## src/rtl/rle_pkg.sv

```systemverilog
package rle_pkg;

  // Controller states: two warm-up states, then literal and repeat states.
  typedef enum logic [1:0] {
    ST_WARM_A = 2'd0,
    ST_WARM_B = 2'd1,
    ST_LIT    = 2'd2,
    ST_REP    = 2'd3
  } rle_state_e;

endpackage

```

## src/rtl/rle_datapath.sv

```systemverilog
module rle_datapath #(
  parameter int DATA_W = 7
) (
  input  logic              clk,
  input  logic              rst,
  input  logic [DATA_W-1:0] din,
  input  logic              cnt_clr,
  input  logic              cnt_inc,
  output logic [DATA_W-1:0] prev_q,
  output logic [DATA_W-1:0] cnt_q,
  output logic              eq,
  output logic              sat
);

  localparam logic [DATA_W-1:0] CNT_MAX = {DATA_W{1'b1}};
  localparam logic [DATA_W-1:0] CNT_ONE = DATA_W'(1);

  // Previous-sample register: follows the input every cycle.
  always_ff @(posedge clk) begin
    if (rst) prev_q <= '0;
    else     prev_q <= din;
  end

  // Repeat counter: clear, clear-and-count-one, or advance.
  always_ff @(posedge clk) begin
    if (rst) begin
      cnt_q <= '0;
    end else if (cnt_clr) begin
      cnt_q <= cnt_inc ? CNT_ONE : '0;
    end else if (cnt_inc) begin
      cnt_q <= cnt_q + CNT_ONE;
    end
  end

  assign eq  = (din == prev_q);
  assign sat = (cnt_q == CNT_MAX);

endmodule

```

## src/rtl/rle_ctrl.sv

```systemverilog
module rle_ctrl
  import rle_pkg::*;
(
  input  logic clk,
  input  logic rst,
  input  logic eq,
  input  logic sat,
  output logic cnt_clr,
  output logic cnt_inc,
  output logic emit,
  output logic tag_cnt
);

  rle_state_e state_q, state_d;

  always_ff @(posedge clk) begin
    if (rst) state_q <= ST_WARM_A;
    else     state_q <= state_d;
  end

  always_comb begin
    state_d = state_q;
    cnt_clr = 1'b0;
    cnt_inc = 1'b0;
    emit    = 1'b0;
    tag_cnt = 1'b0;
    unique case (state_q)
      ST_WARM_A: state_d = ST_WARM_B;
      ST_WARM_B: state_d = ST_LIT;
      ST_LIT: begin
        emit    = 1'b1;
        cnt_clr = 1'b1;
        cnt_inc = eq;
        state_d = eq ? ST_REP : ST_LIT;
      end
      ST_REP: begin
        if (!eq) begin
          emit    = 1'b1;
          tag_cnt = 1'b1;
          state_d = ST_LIT;
        end else if (sat) begin
          emit    = 1'b1;
          tag_cnt = 1'b1;
          cnt_clr = 1'b1;
          cnt_inc = 1'b1;
        end else begin
          cnt_inc = 1'b1;
        end
      end
      default: state_d = ST_WARM_A;
    endcase
  end

endmodule

```

## src/rtl/rle_outreg.sv

```systemverilog
module rle_outreg #(
  parameter int DATA_W = 7
) (
  input  logic              clk,
  input  logic              rst,
  input  logic              emit,
  input  logic              tag_cnt,
  input  logic [DATA_W-1:0] prev_q,
  input  logic [DATA_W-1:0] cnt_q,
  output logic [DATA_W:0]   dout,
  output logic              dout_vld
);

  logic [DATA_W:0] word_d;

  always_comb begin
    if (!emit)        word_d = '0;
    else if (tag_cnt) word_d = {1'b1, cnt_q};
    else              word_d = {1'b0, prev_q};
  end

  always_ff @(posedge clk) begin
    if (rst) begin
      dout     <= '0;
      dout_vld <= 1'b0;
    end else begin
      dout     <= word_d;
      dout_vld <= emit;
    end
  end

endmodule

```

## src/rtl/rle_encoder.sv

```systemverilog
module rle_encoder #(
  parameter int DATA_W = 7
) (
  input  logic              clk,
  input  logic              rst,
  input  logic [DATA_W-1:0] din,
  output logic [DATA_W:0]   dout,
  output logic              dout_vld
);

  logic [DATA_W-1:0] prev_q;
  logic [DATA_W-1:0] cnt_q;
  logic              eq, sat;
  logic              cnt_clr, cnt_inc, emit, tag_cnt;

  rle_datapath #(.DATA_W(DATA_W)) u_dp (
    .clk     (clk),
    .rst     (rst),
    .din     (din),
    .cnt_clr (cnt_clr),
    .cnt_inc (cnt_inc),
    .prev_q  (prev_q),
    .cnt_q   (cnt_q),
    .eq      (eq),
    .sat     (sat)
  );

  rle_ctrl u_ctrl (
    .clk     (clk),
    .rst     (rst),
    .eq      (eq),
    .sat     (sat),
    .cnt_clr (cnt_clr),
    .cnt_inc (cnt_inc),
    .emit    (emit),
    .tag_cnt (tag_cnt)
  );

  rle_outreg #(.DATA_W(DATA_W)) u_out (
    .clk      (clk),
    .rst      (rst),
    .emit     (emit),
    .tag_cnt  (tag_cnt),
    .prev_q   (prev_q),
    .cnt_q    (cnt_q),
    .dout     (dout),
    .dout_vld (dout_vld)
  );

endmodule

```

## config.mk

```make
export PLATFORM = sky130hd
export DESIGN_NAME = rle_encoder
export DESIGN_NICKNAME = d
export VERILOG_FILES = /design/src/rtl/rle_pkg.sv /design/src/rtl/rle_datapath.sv /design/src/rtl/rle_ctrl.sv /design/src/rtl/rle_outreg.sv /design/src/rtl/rle_encoder.sv
export SDC_FILE = /design/constraint.sdc
export NUM_CORES = 1
export LEC_CHECK = 0
export ABC_CLOCK_PERIOD_IN_PS = 3100
export CORE_MARGIN = 3
export CORE_UTILIZATION = 35
export DETAILED_ROUTE_END_ITERATION = 10
export GPL_TIMING_DRIVEN = 0
export PLACE_DENSITY = 0.63
export SYNTH_ARGS = -nofsm -noshare
export SYNTH_HDL_FRONTEND = slang
export SYNTH_SLANG_ARGS = --single-unit
```

## constraint.sdc

```tcl
create_clock -name clk -period 3.1 [get_ports clk]
set_clock_uncertainty 0.2 [all_clocks]
set_input_delay 0.62 -clock clk [delete_from_list [all_inputs] [get_ports clk]]
set_output_delay 0.62 -clock clk [all_outputs]
set_load 0.005 [all_outputs]
```

==> flow_summary.ini <==
[power]
p_sw_mw = 0.124
p_sw_share_pct = 23.1
peakVddDrop_v = 0.000325
clkPwrFrac_pct = 25.7
p_comb_share_pct = 11.1
seqPwrFrac_pct = 63.2
cellLeakagePower_nw = 0.440
internal_power_mw = 0.413
powerDensity_mw_per_mm2 = 429

[logic_synthesis]
ys_seq_area_share_pct = 49.1
synth_area_leaders = dfxtp_1 49%, nor2b_1 5.5%, a22o_1 5.2%
synth_cell_types = 35
synth-xor-area-share_pct = 6.02
yosysTopAreaCellShare_pct = 49.1
synthArstFlopShare_pct = 0
yosys-mux-area-fraction_pct = 0
synth_edf_count = 0
synth_compound_area_share_pct = 18.7
synth_top_family_by_area = simple AND/OR/NAND/NOR gates
yosys_warnings = 0
synth_common_cells = 25 x dfxtp_1, 9 x nor2b_1, 6 x a22o_1
syn_area_mm2 = 0.00102
avgSynthCellArea_um2 = 10.4
syn_nets = 108
syn_inst = 98
yosys.area_share.adder_pct = 1.23
ys_ff_latch = 25
yosysTopAreaCell = dfxtp_1
ys.flop_type = dfxtp_1
yosys.cell_count.top_type = dfxtp_1
synthSimpleGateAreaFrac_pct = 23.3

[routing]
num_vias = 837
drtIter0Drc = 12
antenna_left = 0
drt_wl_total_um = 2090
drc = 0
wl_per_cell_um = 14.0
vias_per_cell = 5.62
drtPass1Iterations = 4

[global_routing]
grt_usage_pct = 12.4
gr-usage-met3_pct = 3.89
grt_pass1_vias = 731
met2_usage_pct = 19.3
grt-busiest-layer = met2
use_met1_pct = 16.3
antenna_found_initial = 0
grt_first_pass_wirelength_um = 3320
grt_max_degree = 14
globalRoute.totalOverflow = 0

[cts]
cts-resized-gates = 0
cts.htree.levels = 1
cts.clk_slew.worst_paths_ps = 120
clk_latency_ps = 310
cts-root-buf = clkbuf_4
clock_sinks = 25
clock_path_buffers = 2
post-cts-setup-buffers = 0
hold_buffers = 0
cts_tree = yes
cts_buffers = 3

[layout]
post-route-util_pct = 47.9
drive_gt1_share_pct = 6.72
fin_cells = 149
syn_to_final_growth_pct = 23.0
fin_nets = 130
n_antenna_cell = 0

[worst_hold_path]
hold_depth = 1
hold_class = reg -> reg
hold_end = u_out.dout[3]
holdCritStartpoint = u_dp.prev_q[3]

[critical_path]
cp_max_fo = 8
cp-end-kind = flop
rr_worst_depth = 4
r2r_start = u_dp.cnt_q[3]
worst-setup-path-type = in -> reg
worstSetupStartpointType = input port
crit_required_ps = 3150
r2r-end = u_out.dout[6]
r2r_slack_ps = 1030
worst-endpoint-arrival_ps = 2460

[die]
core_area_mm2 = 0.00261
num_io_pins = 18
rows = 18
die_h_um = 59.9
dieWidth_um = 59.9
start_util_pct = 39.0
die_area_mm2 = 0.00359

[timing]
fin_crit_sh_pct = 77.7
whs_ps = 299
hold_violations = 0
setup_violations = 0
worst_slew_pin_slew_ps = 662
slew_headroom_pct = 55.9
rsz0062_at_grt = no
fmax_mhz = 415
slew_viol_final = 0
period_minus_slack_ps = 2410
tns_ps = 0

[placed_design]
dpl.cell_count = 145
port_buffers = 17
gp_congestion = 0.830
dpl.hpwl_um = 1570

[job]
drv_cap = 0

[status]
status = complete, no violations
cells by family after synthesis:
family                     count (synthesis)
AOI/OAI and AO/OA                         23
xor gates and xnor gates                   7
and+or+nand+nor                           38
DFF                                       25
buffers and inverters                      4
adders and majority gates                  1
flip-flops by register name, indices dropped and copies added, names as in the netlist:
register        count
u_dp.prev_q         7
u_out.dout          8
u_out.dout_vld      1
u_ctrl.state_q      2
u_dp.cnt_q          7
critical path, stage by stage:
cell and delay (ps):
clkdlybuf4s50_1 420, xor2_1 170, or4b_1 520, buf_2 180, or4_1 400, a21oi_1 150
cells in the final DEF (no fill, tap or decap), types with 4 or more instances in the layout:
cell type,Yosys,final
a22o_1,6,6
clkdlybuf4s50_1,0,17
dfxtp_1,25,25
nor2b_1,9,9
xnor2_1,4,4
through the flow:
step           power, mW  cell area [um^2]  worst slack (ps)
4_1_cts            0.545              1250               704
2_1_floorplan      0.378              1020               892
6_report           0.537              1250               691
3_5_place_dp       0.406              1230               378
3_3_place_gp       0.405              1230               390
5_1_grt            0.564              1250               635
layout make-up:
class / count / area, um^2
buffer: 2 / 8.76
tap: 30 / 37.5
timing repair buffer: 17 / 170
inverter: 2 / 7.51
clock buffer: 4 / 26.3
sequential: 25 / 500
multi-input combinational: 69 / 502
fill: 264 / 1360
how the worst max path moves through the flow:
stage           start       endpoint  slack (ps)  cells after the start
2_1_floorplan  din[6]  u_dp.cnt_q[2]         890                      5
3_3_place_gp   din[6]  u_dp.cnt_q[2]         390                      6
3_5_place_dp   din[6]  u_dp.cnt_q[2]         380                      6
4_1_cts        din[6]  u_dp.cnt_q[2]         700                      6
5_1_grt        din[6]  u_dp.cnt_q[3]         630                      5
6_report       din[6]  u_dp.cnt_q[2]         690                      6
power by group through the flow:
stage	combinational (mW)	clock, mW	sequential [mW]
after floorplan	0.0335	0	0.345
after global placement	0.0585	0	0.346
after CTS	0.0596	0.146	0.339
after detailed placement	0.0591	0	0.347
final	0.0593	0.138	0.340
after global routing	0.0659	0.157	0.341
per-layer routing:
metal	vias up	routed length, um
met5	-	0
met4	0	11
met3	2	186
met2	30	959
met1	389	933
li1	416	-
No activity file was read; power rests on OpenSTA's default activity.
